**config.mk**
```make
export PLATFORM = sky130hd
export DESIGN_NAME = settle_wdt
export DESIGN_NICKNAME = d
export VERILOG_FILES = /design/src/rtl/settle_wdt_pkg.sv /design/src/rtl/settle_wdt_prescaler.sv /design/src/rtl/settle_wdt_regs.sv /design/src/rtl/settle_wdt_core.sv /design/src/rtl/settle_wdt.sv
export SDC_FILE = /design/constraint.sdc
export NUM_CORES = 1
export LEC_CHECK = 0
export ABC_AREA = 1
export BUFFER_PORTS_ARGS = -buffer_cell sky130_fd_sc_hd__buf_2
export CAP_MARGIN = 20
export CORE_AREA = 2 2 74 76
export DETAILED_ROUTE_END_ITERATION = 10
export DIE_AREA = 0 0 76 78
export PLACE_DENSITY_LB_ADDON = 0.1
export RECOVER_POWER = 50
export REMOVE_ABC_BUFFERS = 1
export SYNTH_ARGS = -nofsm -noshare
export SYNTH_HDL_FRONTEND = slang
export SYNTH_SLANG_ARGS = --single-unit
export TNS_END_PERCENT = 30
```
**constraint.sdc**
```tcl
create_clock -name clk_i -period 1.4 [get_ports clk_i]
set_input_delay 0 -clock clk_i [delete_from_list [all_inputs] [get_ports clk_i]]
set_output_delay 0 -clock clk_i [all_outputs]
set_load 0.01 [all_outputs]
```
**src/rtl/settle_wdt_pkg.sv**
```systemverilog
package settle_wdt_pkg;
  localparam logic [7:0] WR_KEY = 8'h5A;

  typedef enum logic [1:0] {
    ADDR_CTRL = 2'd0,
    ADDR_CNT  = 2'd1,
    ADDR_STAT = 2'd2,
    ADDR_NONE = 2'd3
  } reg_addr_e;

  typedef struct packed {
    logic       en;
    logic       rst_mode;
    logic [2:0] cks;
  } ctrl_t;

  function automatic logic [3:0] cks_shift(input logic [2:0] cks);
    case (cks)
      3'd0:    return 4'd0;
      3'd1:    return 4'd2;
      3'd2:    return 4'd4;
      3'd3:    return 4'd5;
      3'd4:    return 4'd6;
      3'd5:    return 4'd8;
      3'd6:    return 4'd10;
      default: return 4'd12;
    endcase
  endfunction
endpackage

```
**src/rtl/settle_wdt_prescaler.sv**
```systemverilog
module settle_wdt_prescaler
  import settle_wdt_pkg::*;
#(
  parameter int PRE_W = 12
) (
  input  logic       clk_i,
  input  logic       rst_ni,
  input  logic [2:0] cks_i,
  output logic       tick_o
);
  logic [PRE_W-1:0] pre_q;
  logic [PRE_W-1:0] mask;

  always_ff @(posedge clk_i or negedge rst_ni) begin
    if (!rst_ni) pre_q <= '0;
    else         pre_q <= pre_q + 1'b1;
  end

  // low bits selected by the ratio all ones -> tick
  always_comb begin
    mask   = ~({PRE_W{1'b1}} << cks_shift(cks_i));
    tick_o = &(pre_q | ~mask);
  end
endmodule

```
**src/rtl/settle_wdt_regs.sv**
```systemverilog
module settle_wdt_regs
  import settle_wdt_pkg::*;
#(
  parameter int CNT_W = 8
) (
  input  logic             clk_i,
  input  logic             rst_ni,
  input  logic             we_i,
  input  logic [1:0]       addr_i,
  input  logic [15:0]      wdata_i,
  input  logic             wovf_set_i,
  input  logic             iovf_set_i,
  output ctrl_t            ctrl_o,
  output logic             wovf_o,
  output logic             iovf_o,
  output logic             cnt_we_o,
  output logic [CNT_W-1:0] cnt_wdata_o
);
  logic key_ok, wr_ctrl, wr_stat;

  assign key_ok      = (wdata_i[15:8] == WR_KEY);
  assign wr_ctrl     = we_i && key_ok && (reg_addr_e'(addr_i) == ADDR_CTRL);
  assign wr_stat     = we_i && key_ok && (reg_addr_e'(addr_i) == ADDR_STAT);
  assign cnt_we_o    = we_i && key_ok && (reg_addr_e'(addr_i) == ADDR_CNT);
  assign cnt_wdata_o = wdata_i[CNT_W-1:0];

  always_ff @(posedge clk_i or negedge rst_ni) begin
    if (!rst_ni) begin
      ctrl_o <= '0;
    end else if (wr_ctrl) begin
      ctrl_o.en       <= wdata_i[7];
      ctrl_o.rst_mode <= wdata_i[6];
      ctrl_o.cks      <= wdata_i[2:0];
    end
  end

  // write-0-to-clear; a set in the same cycle wins
  always_ff @(posedge clk_i or negedge rst_ni) begin
    if (!rst_ni) begin
      wovf_o <= 1'b0;
      iovf_o <= 1'b0;
    end else begin
      wovf_o <= wovf_set_i | (wovf_o & ~(wr_stat & ~wdata_i[7]));
      iovf_o <= iovf_set_i | (iovf_o & ~(wr_stat & ~wdata_i[6]));
    end
  end
endmodule

```
**src/rtl/settle_wdt_core.sv**
```systemverilog
module settle_wdt_core #(
  parameter int CNT_W      = 8,
  parameter int RST_CYCLES = 16
) (
  input  logic             clk_i,
  input  logic             rst_ni,
  input  logic             tick_i,
  input  logic             en_i,
  input  logic             rst_mode_i,
  input  logic             cnt_we_i,
  input  logic [CNT_W-1:0] cnt_wdata_i,
  input  logic             standby_i,
  input  logic             nmi_i,
  input  logic             frq_wr_i,
  output logic [CNT_W-1:0] cnt_o,
  output logic             wovf_set_o,
  output logic             iovf_set_o,
  output logic             wdt_rst_o,
  output logic             clk_resume_o
);
  localparam int RST_W = $clog2(RST_CYCLES + 1);

  logic             settle_q, nmi_q;
  logic [RST_W-1:0] rst_left_q;
  logic             run, step, wrap, ovf_settle, ovf_norm, trig;

  assign run        = en_i | settle_q;
  assign step       = run & tick_i & ~cnt_we_i;
  assign wrap       = step & (&cnt_o);
  assign ovf_settle = wrap & settle_q;
  assign ovf_norm   = wrap & ~settle_q;
  assign wovf_set_o = ovf_norm & rst_mode_i;
  assign iovf_set_o = ovf_norm & ~rst_mode_i;
  assign trig       = frq_wr_i | (standby_i & nmi_i & ~nmi_q);
  assign wdt_rst_o  = (rst_left_q != '0);

  always_ff @(posedge clk_i or negedge rst_ni) begin
    if (!rst_ni) begin
      cnt_o        <= '0;
      settle_q     <= 1'b0;
      nmi_q        <= 1'b0;
      clk_resume_o <= 1'b0;
      rst_left_q   <= '0;
    end else begin
      nmi_q        <= nmi_i;
      clk_resume_o <= ovf_settle;
      if (cnt_we_i)  cnt_o <= cnt_wdata_i;
      else if (step) cnt_o <= cnt_o + 1'b1;
      if (trig)            settle_q <= 1'b1;
      else if (ovf_settle) settle_q <= 1'b0;
      if (wovf_set_o)           rst_left_q <= RST_W'(RST_CYCLES);
      else if (rst_left_q != 0) rst_left_q <= rst_left_q - 1'b1;
    end
  end
endmodule

```
**src/rtl/settle_wdt.sv**
```systemverilog
module settle_wdt
  import settle_wdt_pkg::*;
#(
  parameter int CNT_W      = 8,
  parameter int PRE_W      = 12,
  parameter int RST_CYCLES = 16
) (
  input  logic        clk_i,
  input  logic        rst_ni,
  input  logic        bus_we_i,
  input  logic [1:0]  bus_addr_i,
  input  logic [15:0] bus_wdata_i,
  output logic [7:0]  bus_rdata_o,
  input  logic        standby_i,
  input  logic        nmi_i,
  input  logic        frq_wr_i,
  output logic        wdt_rst_o,
  output logic        wdt_irq_o,
  output logic        clk_resume_o
);
  ctrl_t            ctrl_w;
  logic             wovf_w, iovf_w, wovf_set, iovf_set, tick, cnt_we;
  logic [CNT_W-1:0] cnt_wdata, cnt_w;

  settle_wdt_prescaler #(.PRE_W(PRE_W)) u_pre (
    .clk_i, .rst_ni, .cks_i(ctrl_w.cks), .tick_o(tick)
  );

  settle_wdt_regs #(.CNT_W(CNT_W)) u_regs (
    .clk_i, .rst_ni,
    .we_i(bus_we_i), .addr_i(bus_addr_i), .wdata_i(bus_wdata_i),
    .wovf_set_i(wovf_set), .iovf_set_i(iovf_set),
    .ctrl_o(ctrl_w), .wovf_o(wovf_w), .iovf_o(iovf_w),
    .cnt_we_o(cnt_we), .cnt_wdata_o(cnt_wdata)
  );

  settle_wdt_core #(.CNT_W(CNT_W), .RST_CYCLES(RST_CYCLES)) u_core (
    .clk_i, .rst_ni, .tick_i(tick),
    .en_i(ctrl_w.en), .rst_mode_i(ctrl_w.rst_mode),
    .cnt_we_i(cnt_we), .cnt_wdata_i(cnt_wdata),
    .standby_i, .nmi_i, .frq_wr_i,
    .cnt_o(cnt_w), .wovf_set_o(wovf_set), .iovf_set_o(iovf_set),
    .wdt_rst_o, .clk_resume_o
  );

  assign wdt_irq_o = iovf_w;

  always_comb begin
    case (reg_addr_e'(bus_addr_i))
      ADDR_CTRL: bus_rdata_o = {ctrl_w.en, ctrl_w.rst_mode, 3'b000, ctrl_w.cks};
      ADDR_CNT:  bus_rdata_o = 8'(cnt_w);
      ADDR_STAT: bus_rdata_o = {wovf_w, iovf_w, 6'b0};
      default:   bus_rdata_o = 8'h00;
    endcase
  end
endmodule

```
---- Yosys cells after proc, flatten, opt, wreduce, memory -nomap -nowiden ----
Index checks and enable logic that the tools add are counted.
word-level totals
  register bits after elaboration ......... 35
  bits in latches ......................... 0
  RAM bits ................................ 0
  bits in read-only memories .............. 0
  output and inout bits ................... 11
  word-level logic and storage cells ...... 72
  memories ................................ 0
operators by class
  add/sub/neg operators ................... 3
  multiply operators ...................... 0
  div/mod/pow operators ................... 0
  $lt $le $gt $ge ......................... 0
  equal/unequal tests ..................... 9
  shift operators ......................... 1
  mux-type cells .......................... 8
  bitwise gates (word level) .............. 28
  reduce and logical (&&, ||, !) cells .... 12
operators by type and width
  operator               count
  $pmux 4 s7             1
  $not 12->12            2
  $pmux 8 s3             1
  $mux 8                 2
  $and 1x1->1            13
  $add 12x1->12 const B  1
  $or 12x12->12          1
  $reduce_and 12->1      1
  $shl 12x4->12 const A  1
  $mux 5                 2
  $eq 3x3->1 const B     3
  $add 8x1->8 const B    1
  $eq 8x7->1 const B     1
  $not 1->1              8
  $reduce_and 8->1       1
  $eq 3x2->1 const B     2
  $reduce_bool 2->1      3
  $reduce_bool 5->1      1
  $sub 5x1->5 const B    1
  $logic_and 1x1->1      4
  $or 1x1->1             4
  $eq 3x1->1 const B     1
  $logic_not 3->1        1
  $eq 2x1->1 const B     1
  3 further kinds        4

---- Longest topological paths before layout ----
  depth after elaboration ................. 13
  gate-level depth with buffers ........... 10

---- By module ----
Synthesis repeated with hierarchy kept, for this count alone.
unflattened totals
  cell total of the unflattened synthesis .. 297
  area total of the unflattened synthesis .. 2202.1 µm²
by module, submodules not included
  module                instances  cells an instance  area each (µm²)
  settle_wdt_core       1          135                975.9
  settle_wdt_prescaler  1          65                 601.8
  settle_wdt_regs       1          69                 493.0
  settle_wdt            1          28                 131.4

---- Worst setup path after synthesis ----
No wires, ideal clock.
  path kind ............................... reg2reg
  start ................................... reg u_core.rst_left_q[0]
  end ..................................... reg u_core.rst_left_q[3]
  setup time .............................. 0.113 ns
  arrival ................................. 1.212 ns
  data required time ...................... 1.287 ns
  path slack .............................. 0.075 ns
  stages on the path, launching flop included .. 11
  clock period less this slack ............ 1.325 ns
  path through ............................ dfrtp_1 inv_1 ha_1 inv_1 nor2_1 nand2_1 nand2_1 xor2_1 inv_1 nand2_1 inv_1
RTL lines
  element                             RTL line               RTL
  start: declaration                  settle_wdt_core.sv:24  logic [RST_W-1:0] rst_left_q;
  start signal: assignment            settle_wdt_core.sv:51  if (wovf_set_o) rst_left_q <= RST_W'(RST_CYCLES);
  start signal: assignment            settle_wdt_core.sv:52  else if (rst_left_q != 0) rst_left_q <= rst_left_q - 1'b1;
  $reduce_bool 5->1                   --
  named net wdt_rst_o                 settle_wdt.sv:17       output logic wdt_rst_o,
  $reduce_bool 2->1 (no source line)  --
The timed path passes the listed nets, and every way through them passes these cells. The select of a mux whose other input is x is not followed.
A chain may end at the register's enable or synchronous reset.

---- Final worst setup path ----
  start ................................... reg u_regs.ctrl_o[1] (netlist bit)
  end ..................................... reg u_core.rst_left_q[1]
between the ends
  cells in the longest elaborated chain, start to end .. 13
ends and longest elaborated chain
  element                                             RTL line                    RTL
  start: declaration                                  settle_wdt_regs.sv:13       output ctrl_t ctrl_o,
  $eq 3x3->1, or another cell as far along            settle_wdt_pkg.sv:18        case (cks)
  $pmux 4 s7 *                                        settle_wdt_pkg.sv:18
  $shl 12x4->12 *                                     settle_wdt_prescaler.sv:21  mask = ~({PRE_W{1'b1}} << cks_shift(cks_i));
  $not 12->12 *                                       settle_wdt_prescaler.sv:21
  $not 12->12 *                                       settle_wdt_prescaler.sv:22  tick_o = &(pre_q | ~mask);
  $or 12x12->12 *                                     settle_wdt_prescaler.sv:22
  $reduce_and 12->1 *                                 settle_wdt_prescaler.sv:22
  $and 1x1->1 * (2 in a row)                          settle_wdt_core.sv:28       assign step = run & tick_i & ~cnt_we_i;
  $and 1x1->1 *                                       settle_wdt_core.sv:29       assign wrap = step & (&cnt_o);
  $and 1x1->1 *                                       settle_wdt_core.sv:31       assign ovf_norm = wrap & ~settle_q;
  $and 1x1->1 *                                       settle_wdt_core.sv:32       assign wovf_set_o = ovf_norm & rst_mode_i;
  $mux 5 / $reduce_bool 2->1 (equally long branches)  --
Mark *: on every way between the ends. The rest lies on a longest branch, timed or not.

==> flow_metrics.py <==
metrics = {
    "status": {
        "outcome": "finished with violations",
        "failed_checks": "negative setup slack",
    },
    "synth": {
        "syn_avg_cell_area_sq_um": 8.14,
        "ys_ff_latch": 35,
        "synth_most_common_cell": "nand2_1",
        "netlist_top_cells_count": "nand2_1 (72), inv_1 (39), dfrtp_1 (35)",
        "synth_largest_area_cell": "dfrtp_1",
        "ys_types": 28,
        "syn_inst": 241,
        "synth-main-ff-cell": "dfrtp_1",
        "async_flop_share": 1.00,
        "yosys.area.top_type_share": 0.447,
        "synth-seq-area-share": 0.447,
        "synthTopCellsByArea": "dfrtp_1 (45%), nand2_1 (14%), inv_1 (7.5%)",
        "synth_area_sq_mm": 0.00196,
        "yosysWarnings": 0,
        "synth_edf_count": 0,
    },
    "cells_and_area": {
        "n_antenna_cell": 0,
        "syn_to_final_growth_pct": 29.9,
        "multi_input_area_sq_um": 950,
        "stdcell_area_sq_mm": 0.00255,
        "utilization": 0.505,
        "drive_gt1_frac": 0.269,
        "final_nets": 332,
        "seq_area_sq_um": 878,
        "fillerInstances": 499,
    },
    "placement": {
        "io_buffer_count": 34,
        "preCtsSetupSlack_ns": -0.0274,
        "place_area_sq_mm": 0.00229,
        "dpl.hpwl_um": 3220,
        "place.gp.congestion": 0.776,
    },
    "sta": {
        "period_share": 1.02,
        "relSlewSlack": 0.414,
        "finalSetupViolCount": 4,
        "setup_slack_ns": -0.0267,
        "skew_ns": 0.0158,
        "rsz0062_at_grt": "true",
        "drv_slew": 0,
        "min_period_ns": 1.43,
        "worstMarginPinSlew_ns": 0.879,
        "hold_viol_final": 0,
        "worst_hold_slack_ns": 0.00219,
        "max_clock_freq_ghz": 0.701,
    },
    "worst_setup_path": {
        "r2r_slack_ns": -0.03,
        "endpoint_kind": "flip-flop",
        "cp_cell_sequence": "o21ai_1, nand2_1, nand2_1, nand3_2, nor2_4, nand4_4, nand2_1, inv_1",
        "cp.arrival_ns": 1.61,
        "startpoint": "u_regs.ctrl_o[1]",
        "required_ns": 1.58,
        "worstSetupPathType": "reg2reg",
        "crit_slowest_cell": "dfrtp_2",
        "r2r-start": "u_regs.ctrl_o[1]",
        "crit_path_start_kind": "flip-flop",
        "cpMostUsedCell": "nand2_1",
        "crit_path_max_fanout": 6,
        "max_stage_delay_ns": 0.45,
    },
    "min_path": {
        "hold_start": "bus_wdata_i[4]",
        "hp-class": "in2reg",
    },
    "global_route": {
        "first_global_vias": 1605,
        "grt_use_total": 0.155,
        "grt-ovfl-total": 0,
        "grt_pass1_wl_um": 7320,
        "grt_max_degree": 36,
        "grt_antenna_before_repair": 0,
    },
    "route": {
        "via_per_inst": 4.48,
        "vias": 1681,
        "wl_per_cell_um": 11.7,
        "ant_nets": 0,
        "first_iter_violations": 88,
        "dr.pass1.iters": 4,
        "drt-total-wl_um": 4400,
        "drc": 0,
    },
    "clock_network": {
        "cts_tree": "done",
        "cts_htree_levels": 2,
        "cts.sinks": 35,
        "path_clk_slew_ns": 0.08,
        "clock_latency_ns": 0.30,
        "root_buffer": "clkbuf_8",
        "numCtsBuffers": 5,
        "clockBufferDepth": 2,
    },
    "pwr": {
        "peakVddDrop_uv": 596,
        "p_seq_frac": 0.423,
        "power_frac_comb": 0.250,
        "powerDensity_mw_per_mm2": 1140,
        "power.total_mw": 2.92,
        "p_int_mw": 2.03,
        "p_leak_nw": 1.43,
        "clockPowerShare": 0.327,
        "switching_share": 0.303,
        "p_switching_mw": 0.885,
    },
    "die": {
        "initial_core_util": 0.389,
        "rows": 26,
        "core_sq_mm": 0.00504,
        "die-width_um": 76,
        "die_height_um": 78,
        "num_io_pins": 35,
        "fp.dieArea_sq_mm": 0.00593,
    },
    "flow_run": {
        "drv_cap": 0,
    },
}
==> cell usage in the layout, fill, tap and decap left out, types with 3 or more instances in the layout <==
master	n
dfrtp_1	33
nor2_2	3
nor2_1	15
nand4_1	3
o211ai_1	3
mux2_2	3
nand2_2	3
o21ai_2	3
nand3_1	10
clkbuf_8	6
xnor2_1	5
dlygate4sd3_1	10
xor2_1	13
nand2_1	69
ha_1	4
o21ai_0	13
buf_2	33
buf_4	12
inv_1	36
inv_2	4
==> flip-flops by register name, indices dropped and copies added (netlist names) <==
| register | count |
|---|---|
| u_core.settle_q | 1 |
| u_regs.ctrl_o | 5 |
| u_core.rst_left_q | 5 |
| u_core.cnt_o | 8 |
| u_regs.iovf_o | 1 |
| u_core.nmi_q | 1 |
| u_pre.pre_q | 12 |
| u_regs.wovf_o | 1 |
| u_core.clk_resume_o | 1 |
==> stage by stage <==
stage | setup TNS (ns) | cells
detailed placement | -0.101 | 355
global placement | 0 | 355
global route | -1.38 | 375
CTS | -0.155 | 375
finish | -0.0794 | 375
floorplan | 0 | 240
==> logic make-up after synthesis <==
logic type,share of synthesized area
AOI/OAI and AO/OA,0.0740
xor gates and xnor gates,0.0804
adders and majority gates,0.0255
buffers and inverters,0.0804
DFF,0.447
muxes,0.0172
and+or+nand+nor,0.276
==> worst max-delay path: cells and delay by family (launching register included) <==
family	cells	cell delay (ns)
compound gates	1	0.15
buf+inv	1	0.04
flops	1	0.45
simple gates	6	0.67
==> timing repair <==
action | 4_1_cts | 5_1_grt
buffers inserted | 2 | 0
hold buffers | 10 | 0
pin swaps | 4 | 5
endpoints found under the hold margin | 46 | 0
endpoints found under the setup margin | 8 | 19
gates resized for setup | 2 | 12
==> routing by layer <==
layer	vias up	track usage	wire length, um
li1	881	-	-
met1	763	0.198	2100
met2	31	0.259	2080
met3	6	0.0395	165
met4	0	0.0491	52
met5	-	0	0
==> final timing paths <==
kind / cells past startpoint / endpoint
worst max-delay path: 8 / u_core.rst_left_q[1]
worst min-delay path: 5 / u_core.cnt_o[4]
worst max register to register: 8 / u_core.rst_left_q[1]
worst min register to register: 1 / u_pre.pre_q[0]
max in group asynchronous: 3 / u_regs.ctrl_o[1]
min in group asynchronous: 3 / u_core.cnt_o[4]
==> power by group through the flow <==
stage / clock network [mW] / logic [mW] / registers [mW]
CTS: 0.979 / 0.726 / 1.23
finish: 0.955 / 0.728 / 1.23
global placement: 0 / 0.700 / 1.25
floorplan: 0 / 0.459 / 1.23
detailed placement: 0 / 0.696 / 1.25
global route: 1.02 / 0.811 / 1.24
==> area by class of cell <==
| cell class | instances | area share |
|---|---|---|
| inverters | 40 | 0.0589 |
| clock buffers | 6 | 0.0324 |
| flip-flops and latches | 35 | 0.345 |
| multi-input cells | 165 | 0.373 |
| clock inverters | 2 | 0.0138 |
| well taps | 70 | 0.0344 |
| repair buffers | 57 | 0.143 |
(Power assumes the default switching activity.)
